## src/rtl/sdinit_pkg.sv

```systemverilog
package sdinit_pkg;

    // Abstract command requested by the controller
    typedef enum logic [1:0] {
        CMD_NOP = 2'd0,
        CMD_PRE = 2'd1,
        CMD_REF = 2'd2,
        CMD_LMR = 2'd3
    } sd_cmd_e;

    // Physical command pins, all active low
    typedef struct packed {
        logic cs_n;
        logic ras_n;
        logic cas_n;
        logic we_n;
    } sd_pins_t;

    localparam sd_pins_t PINS_NOP = '{cs_n: 1'b0, ras_n: 1'b1, cas_n: 1'b1, we_n: 1'b1};

    function automatic sd_pins_t encode_cmd(sd_cmd_e c);
        sd_pins_t p;
        case (c)
            CMD_PRE: p = '{cs_n: 1'b0, ras_n: 1'b0, cas_n: 1'b1, we_n: 1'b0};
            CMD_REF: p = '{cs_n: 1'b0, ras_n: 1'b0, cas_n: 1'b0, we_n: 1'b1};
            CMD_LMR: p = '{cs_n: 1'b0, ras_n: 1'b0, cas_n: 1'b0, we_n: 1'b0};
            default: p = PINS_NOP;
        endcase
        return p;
    endfunction

    // Mode register field positions (decoded by the SDRAM device)
    localparam int MR_BL_LSB = 0;
    localparam int MR_BT_BIT = 3;
    localparam int MR_CL_LSB = 4;
    localparam int MR_OP_LSB = 7;
    localparam int MR_WB_BIT = 9;

    function automatic logic [15:0] mode_word(int bl_code, int burst_type, int cas_lat, int wb_single);
        logic [15:0] w;
        w = '0;
        w[MR_BL_LSB +: 3] = 3'(bl_code);
        w[MR_BT_BIT]      = burst_type[0];
        w[MR_CL_LSB +: 3] = 3'(cas_lat);
        w[MR_OP_LSB +: 2] = 2'b00;
        w[MR_WB_BIT]      = wb_single[0];
        return w;
    endfunction

    // Bits needed to hold the value v
    function automatic int bits_for(int v);
        int w;
        w = 1;
        while ((longint'(1) << w) <= longint'(v)) w++;
        return w;
    endfunction

    function automatic int max4(int a, int b, int c, int d);
        int m;
        m = a;
        if (b > m) m = b;
        if (c > m) m = c;
        if (d > m) m = d;
        return m;
    endfunction

endpackage

```

## src/rtl/sdinit_gap_timer.sv

```systemverilog
module sdinit_gap_timer #(
    parameter int CNT_W = 8
) (
    input  logic             clk,
    input  logic             rst,
    input  logic             load,
    input  logic [CNT_W-1:0] load_val,
    output logic             expired
);
    logic [CNT_W-1:0] cnt_q;

    always_ff @(posedge clk) begin
        if (rst) begin
            cnt_q <= '0;
        end else if (load) begin
            cnt_q <= load_val;
        end else if (cnt_q != '0) begin
            cnt_q <= cnt_q - CNT_W'(1);
        end
    end

    assign expired = (cnt_q == '0);
endmodule

```

## src/rtl/sdinit_ctrl.sv

```systemverilog
module sdinit_ctrl
    import sdinit_pkg::*;
#(
    parameter int STABLE_CYCLES = 20_000_000,
    parameter int REFRESH_COUNT = 4,
    parameter int T_RP          = 2,
    parameter int T_RC          = 7,
    parameter int T_MRD         = 2,
    parameter int CNT_W         = 8
) (
    input  logic             clk,
    input  logic             rst,
    input  logic             tmr_expired,
    output logic             tmr_load,
    output logic [CNT_W-1:0] tmr_val,
    output sd_cmd_e          issue,
    output logic             cke_req,
    output logic             done
);
    localparam int REF_W = bits_for(REFRESH_COUNT);

    // The stabilisation load carries one extra count: the clock enable
    // flop sits one stage behind the state register.
    localparam logic [CNT_W-1:0] LD_STABLE = CNT_W'(STABLE_CYCLES);
    localparam logic [CNT_W-1:0] LD_RP     = CNT_W'(T_RP - 1);
    localparam logic [CNT_W-1:0] LD_RC     = CNT_W'(T_RC - 1);
    localparam logic [CNT_W-1:0] LD_MRD    = CNT_W'(T_MRD - 1);
    localparam logic [REF_W-1:0] REF_LAST  = REF_W'(REFRESH_COUNT - 1);

    typedef enum logic [2:0] {
        ST_POWER,
        ST_STABLE,
        ST_PRE_GAP,
        ST_REF_GAP,
        ST_LMR_GAP,
        ST_READY
    } seq_state_e;

    seq_state_e       state_q, state_n;
    logic [REF_W-1:0] ref_left_q, ref_left_n;

    always_comb begin
        state_n    = state_q;
        ref_left_n = ref_left_q;
        issue      = CMD_NOP;
        tmr_load   = 1'b0;
        tmr_val    = '0;
        case (state_q)
            ST_POWER: begin
                tmr_load = 1'b1;
                tmr_val  = LD_STABLE;
                state_n  = ST_STABLE;
            end
            ST_STABLE: begin
                if (tmr_expired) begin
                    issue    = CMD_PRE;
                    tmr_load = 1'b1;
                    tmr_val  = LD_RP;
                    state_n  = ST_PRE_GAP;
                end
            end
            ST_PRE_GAP: begin
                if (tmr_expired) begin
                    issue      = CMD_REF;
                    tmr_load   = 1'b1;
                    tmr_val    = LD_RC;
                    ref_left_n = REF_LAST;
                    state_n    = ST_REF_GAP;
                end
            end
            ST_REF_GAP: begin
                if (tmr_expired) begin
                    tmr_load = 1'b1;
                    if (ref_left_q == '0) begin
                        issue   = CMD_LMR;
                        tmr_val = LD_MRD;
                        state_n = ST_LMR_GAP;
                    end else begin
                        issue      = CMD_REF;
                        tmr_val    = LD_RC;
                        ref_left_n = ref_left_q - REF_W'(1);
                    end
                end
            end
            ST_LMR_GAP: begin
                if (tmr_expired) state_n = ST_READY;
            end
            default: begin
                state_n = ST_READY;
            end
        endcase
    end

    always_ff @(posedge clk) begin
        if (rst) begin
            state_q    <= ST_POWER;
            ref_left_q <= '0;
            done       <= 1'b0;
        end else begin
            state_q    <= state_n;
            ref_left_q <= ref_left_n;
            done       <= (state_n == ST_READY);
        end
    end

    assign cke_req = (state_q != ST_POWER);
endmodule

```

## src/rtl/sdinit_pin_drive.sv

```systemverilog
module sdinit_pin_drive
    import sdinit_pkg::*;
#(
    parameter int              ADDR_W    = 13,
    parameter int              BANK_W    = 2,
    parameter logic [ADDR_W-1:0] MODE_WORD = '0
) (
    input  logic              clk,
    input  logic              rst,
    input  logic              cke_req,
    input  sd_cmd_e           issue,
    output logic              cke,
    output sd_pins_t          pins,
    output logic [ADDR_W-1:0] addr,
    output logic [BANK_W-1:0] ba
);
    localparam int ALL_BANKS_BIT = 10;

    logic [ADDR_W-1:0] addr_d;

    // Per-bit address selection: mode word on load-mode, the all-banks
    // flag on precharge, zero otherwise.
    for (genvar i = 0; i < ADDR_W; i++) begin : g_addr_bit
        if (i == ALL_BANKS_BIT) begin : g_flag
            assign addr_d[i] = (issue == CMD_LMR) ? MODE_WORD[i] : (issue == CMD_PRE);
        end else begin : g_plain
            assign addr_d[i] = (issue == CMD_LMR) ? MODE_WORD[i] : 1'b0;
        end
    end

    always_ff @(posedge clk) begin
        if (rst) begin
            cke  <= 1'b0;
            pins <= PINS_NOP;
            addr <= '0;
            ba   <= '0;
        end else begin
            cke  <= cke_req;
            pins <= encode_cmd(issue);
            addr <= addr_d;
            ba   <= '0;
        end
    end
endmodule

```

## src/rtl/sdram_init_seq.sv

```systemverilog
module sdram_init_seq
    import sdinit_pkg::*;
#(
    parameter int ADDR_W        = 13,
    parameter int BANK_W        = 2,
    parameter int STABLE_CYCLES = 20_000_000,
    parameter int REFRESH_COUNT = 4,
    parameter int T_RP          = 2,
    parameter int T_RC          = 7,
    parameter int T_MRD         = 2,
    parameter int BL_CODE       = 1,
    parameter int BURST_TYPE    = 0,
    parameter int CAS_LAT       = 3,
    parameter int WB_SINGLE     = 1
) (
    input  logic              clk,
    input  logic              rst,
    output logic              sd_cke,
    output logic              sd_cs_n,
    output logic              sd_ras_n,
    output logic              sd_cas_n,
    output logic              sd_we_n,
    output logic [ADDR_W-1:0] sd_addr,
    output logic [BANK_W-1:0] sd_ba,
    output logic              init_done
);
    localparam int CNT_W = bits_for(max4(STABLE_CYCLES, T_RP, T_RC, T_MRD));
    localparam logic [15:0]       MODE_FULL = mode_word(BL_CODE, BURST_TYPE, CAS_LAT, WB_SINGLE);
    localparam logic [ADDR_W-1:0] MODE_WORD = MODE_FULL[ADDR_W-1:0];

    logic             tmr_load;
    logic [CNT_W-1:0] tmr_val;
    logic             tmr_expired;
    sd_cmd_e          issue;
    logic             cke_req;
    sd_pins_t         pins;

    sdinit_gap_timer #(.CNT_W(CNT_W)) u_timer (
        .clk      (clk),
        .rst      (rst),
        .load     (tmr_load),
        .load_val (tmr_val),
        .expired  (tmr_expired)
    );

    sdinit_ctrl #(
        .STABLE_CYCLES (STABLE_CYCLES),
        .REFRESH_COUNT (REFRESH_COUNT),
        .T_RP          (T_RP),
        .T_RC          (T_RC),
        .T_MRD         (T_MRD),
        .CNT_W         (CNT_W)
    ) u_ctrl (
        .clk         (clk),
        .rst         (rst),
        .tmr_expired (tmr_expired),
        .tmr_load    (tmr_load),
        .tmr_val     (tmr_val),
        .issue       (issue),
        .cke_req     (cke_req),
        .done        (init_done)
    );

    sdinit_pin_drive #(
        .ADDR_W    (ADDR_W),
        .BANK_W    (BANK_W),
        .MODE_WORD (MODE_WORD)
    ) u_pins (
        .clk     (clk),
        .rst     (rst),
        .cke_req (cke_req),
        .issue   (issue),
        .cke     (sd_cke),
        .pins    (pins),
        .addr    (sd_addr),
        .ba      (sd_ba)
    );

    assign sd_cs_n  = pins.cs_n;
    assign sd_ras_n = pins.ras_n;
    assign sd_cas_n = pins.cas_n;
    assign sd_we_n  = pins.we_n;
endmodule

```

## config.mk

```make
export PLATFORM = sky130hd
export DESIGN_NAME = sdram_init_seq
export DESIGN_NICKNAME = d
export VERILOG_FILES = /design/src/rtl/sdinit_pkg.sv /design/src/rtl/sdinit_gap_timer.sv /design/src/rtl/sdinit_ctrl.sv /design/src/rtl/sdinit_pin_drive.sv /design/src/rtl/sdram_init_seq.sv
export SDC_FILE = /design/constraint.sdc
export NUM_CORES = 1
export LEC_CHECK = 0
export ABC_AREA = 1
export BUFFER_PORTS_ARGS = -buffer_cell sky130_fd_sc_hd__buf_2
export CAP_MARGIN = 20
export CORE_ASPECT_RATIO = 1.75
export CORE_MARGIN = 3
export CORE_UTILIZATION = 30
export CTS_CLUSTER_SIZE = 25
export DETAILED_ROUTE_END_ITERATION = 16
export HOLD_SLACK_MARGIN = 0.12
export SLEW_MARGIN = 10
export SYNTH_ARGS = -nofsm -noshare
export SYNTH_HDL_FRONTEND = slang
export SYNTH_HIERARCHICAL = 1
export SYNTH_SLANG_ARGS = --single-unit
```

## constraint.sdc

```tcl
create_clock -name clk -period 2.86 [get_ports clk]
set_clock_uncertainty 0.05 [all_clocks]
set_input_delay 0.143 -clock clk [delete_from_list [all_inputs] [get_ports clk]]
set_output_delay 0.143 -clock clk [all_outputs]
set_load 0.01 [all_outputs]
```

==> flow_metrics.env <==
export IMPL_outcome="finished clean"
export IMPL_p_int_mw=1.04
export IMPL_drt_wirelength_per_cell_um=11.4
export IMPL_p_clk_share_pct=35.3
export IMPL_p_comb_share_pct=26.2
export IMPL_arrival_ps=2330
export IMPL_core_area_sq_mm=0.00873
export IMPL_track_usage_pct=12.3
export IMPL_syn_cell_area_sq_mm=0.00271
export IMPL_clock_latency_ps=280
export IMPL_htree_levels=2
export IMPL_ios=23
export IMPL_drt_wl_total_mm=5.97
export IMPL_ant_nets=0
export IMPL_start_kind="flop"
export IMPL_whs_ps=358
export IMPL_via_count=2305
export IMPL_rsz0062_at_grt="no"
export IMPL_place_hpwl_mm=4.69
export IMPL_ys_seq_elements=38
export IMPL_numCtsBuffers=5
export IMPL_max_cap_viol_count=0
export IMPL_syn_instance_count=406
export IMPL_clkTransAtPathRegs_ps=60
export IMPL_cts_tree="built"
export IMPL_yosysTopAreaCell="dfxtp_1"
export IMPL_postCtsResizedCells=0
export IMPL_crit_chain="inv_1 > ha_1 > inv_1 > nor2_1 > nand2_1 > nor2_2 > nand3_4 > inv_2 > nand2_2 > nand2_1 > buf_4 > a21oi_1 > o21ai_0 > o21ai_0 > nor3_1"
export IMPL_holdBufCountCts=0
export IMPL_n_antenna_cell=0
export IMPL_grt_max_degree=33
export IMPL_final_common_cell="nand2_1"
export IMPL_ctsRootBufferMaster="clkbuf_16"
export IMPL_pwr_density_cell_mw_per_mm2=558
export IMPL_relSlewSlack_pct=50.4
export IMPL_syn_avg_cell_area_sq_um=6.66
export IMPL_crit_family="simple AND/OR/NAND/NOR gates"
export IMPL_die_y_um=132
export IMPL_die_area_sq_mm=0.0102
export IMPL_hold_violations=0
export IMPL_synth_async_reset_ratio_pct=0
export IMPL_seq_power_share_pct=38.5
export IMPL_drcViolationCount=0
export IMPL_post_cts_buffers=0
export IMPL_holdCritStartpoint="rst"
export IMPL_io_buffers=11
export IMPL_place_gp_congestion=0.872
export IMPL_synth_ff_type="dfxtp_1"
export IMPL_tns_ps=0
export IMPL_syn2layout_area_growth_pct=4.86
export IMPL_worstMarginPinSlew_ps=744
export IMPL_grt_overflow_total=0
export IMPL_fin_nets=411
export IMPL_ys_seq_area_share_pct=28.1
export IMPL_initial_core_util_pct=31.0
export IMPL_synth_area_leaders="dfxtp_1 (28%), nand2_1 (13%), buf_4 (10%)"
export IMPL_p_leak_nw=1.34
export IMPL_p_sw_mw=0.541
export IMPL_irDropWorstVdd_mv=0.296
export IMPL_layout_common_cells="nand2_1 (94), nor2_1 (49), inv_1 (45)"
export IMPL_worstPathRequired_ps=3000
export IMPL_drive_above_1_share_pct=19.0
export IMPL_slowest_delay_ps=310
export IMPL_fin_crit_sh_pct=76.4
export IMPL_finalSetupViolCount=0
export IMPL_critPathSlowestCell="dfxtp_1"
export IMPL_switching_share_pct=34.1
export IMPL_crit_type="flop to flop"
export IMPL_viasPerCell=4.41
export IMPL_hold_class="primary input to flop"
export IMPL_antenna_found_initial=0
export IMPL_worstReg2RegStart="u_timer/cnt_q[0]"
export IMPL_slew_viol_final=0
export IMPL_clock_fmax_mhz=458
export IMPL_end_kind="flop"
export IMPL_drt_pre_antenna_iters=4
export IMPL_startpoint="u_timer/cnt_q[0]"
export IMPL_synth_top_area_share_pct=28.1
export IMPL_row_count=45
export IMPL_yosys_warnings=6
export IMPL_fin_crit_ps=2180
export IMPL_clk_path_buf_depth=2
export IMPL_synth_cell_types=33
export IMPL_synth_edf_count=0
export IMPL_detail_route_iter0_violations=111
export IMPL_cts_sinks=38
export IMPL_grt_pass1_vias=2336
export IMPL_grt_pass1_wl_mm=10.1
export IMPL_cp_num_buf_inv=4
export IMPL_cp_max_fo=25
export IMPL_die_x_um=77.8
==> flip-flops by register name (all words and copies together) (netlist names) <==
name	cells
u_pins/addr	2
u_ctrl/done	1
u_ctrl/state_q	3
u_timer/cnt_q	25
u_ctrl/ref_left_q	3
u_pins/pins	3
u_pins/cke	1
==> cell type report <==
class,instances,area [sq um]
multi-input cells,298,1520
flip-flops and latches,38,761
repair buffers,12,62.6
inverters,50,193
fillers,942,5890
clock buffers,6,139
well taps,117,146
clock inverters,2,12.5
==> power groups by stage <==
stage	registers (mW)	clock network (mW)	logic, mW
floorplan	0.606	0	0.376
global placement	0.619	0	0.407
detailed placement	0.621	0	0.412
CTS	0.610	0.579	0.414
global route	0.614	0.596	0.470
finish	0.609	0.558	0.415
==> path summary, 6_finish.rpt <==
kind / to / slack [ps] / depth (start not counted)
hold / removal: u_ctrl/ref_left_q[1] / 360 / 2
hold reg to reg: u_timer/cnt_q[0] / 440 / 2
setup reg to reg: u_timer/cnt_q[4] / 680 / 15
setup / recovery: u_timer/cnt_q[4] / 680 / 15
==> routing by layer <==
metal	vias to the layer above	part of all wire (%)	track usage (%)
met3	22	2.4	2.06
met5	-	0	0
li1	1203	-	-
met4	0	4.2	9.21
met2	53	57	23.0
met1	1027	37	11.4
==> stage by stage <==
step | utilization (%) | worst slack (ps) | instances | cell area, sq um | power (mW)
after floorplan | - | 796 | 429 | 2790 | 0.982
after detailed placement | 30.8 | 683 | 515 | 2690 | 1.03
final | 32.5 | 676 | 523 | 2840 | 1.58
after CTS | 32.5 | 661 | 523 | 2840 | 1.60
after global placement | 30.8 | 687 | 515 | 2690 | 1.03
after global routing | 32.5 | 424 | 523 | 2840 | 1.68
==> synth_stat cells, types with 2 or more instances <==
cell      count
inv_2         3
a21oi_2      10
a21oi_1      15
nand4_1       5
xnor2_1       2
nor2_4        7
buf_2         2
nor3_1        6
nand3_2       4
nor2_2       12
inv_4         2
nor2_1       49
conb_1        2
nand2_2      15
xor2_1        4
nand2_1      94
ha_1          4
inv_1        45
o21ai_0      10
clkbuf_1      4
nand3_1      27
buf_4        36
dfxtp_1      38
==> cell families (layout without fill, tap and decap cells) <==
kind of cell,count (synthesis),in the layout,share of synthesized area [%]
AOI/OAI and AO/OA,39,39,8.97
xor gates and xnor gates,7,7,2.54
adders and majority gates,4,4,1.85
buffers and inverters,93,70,18.8
DFF,38,38,28.1
muxes,1,1,0.370
other,2,25,0.278
and+or+nand+nor,222,222,39.1
==> worst reg2reg max path, stage by stage (launching register included) <==
cell     delay, ps
dfxtp_1        310
inv_1          110
ha_1           190
inv_1           40
nor2_1          70
nand2_1         90
nor2_2         130
nand3_4        110
inv_2          110
nand2_2         80
nand2_1         80
buf_4          280
a21oi_1         70
o21ai_0         90
o21ai_0        100
nor3_1         180
(Power assumes the default switching activity.)
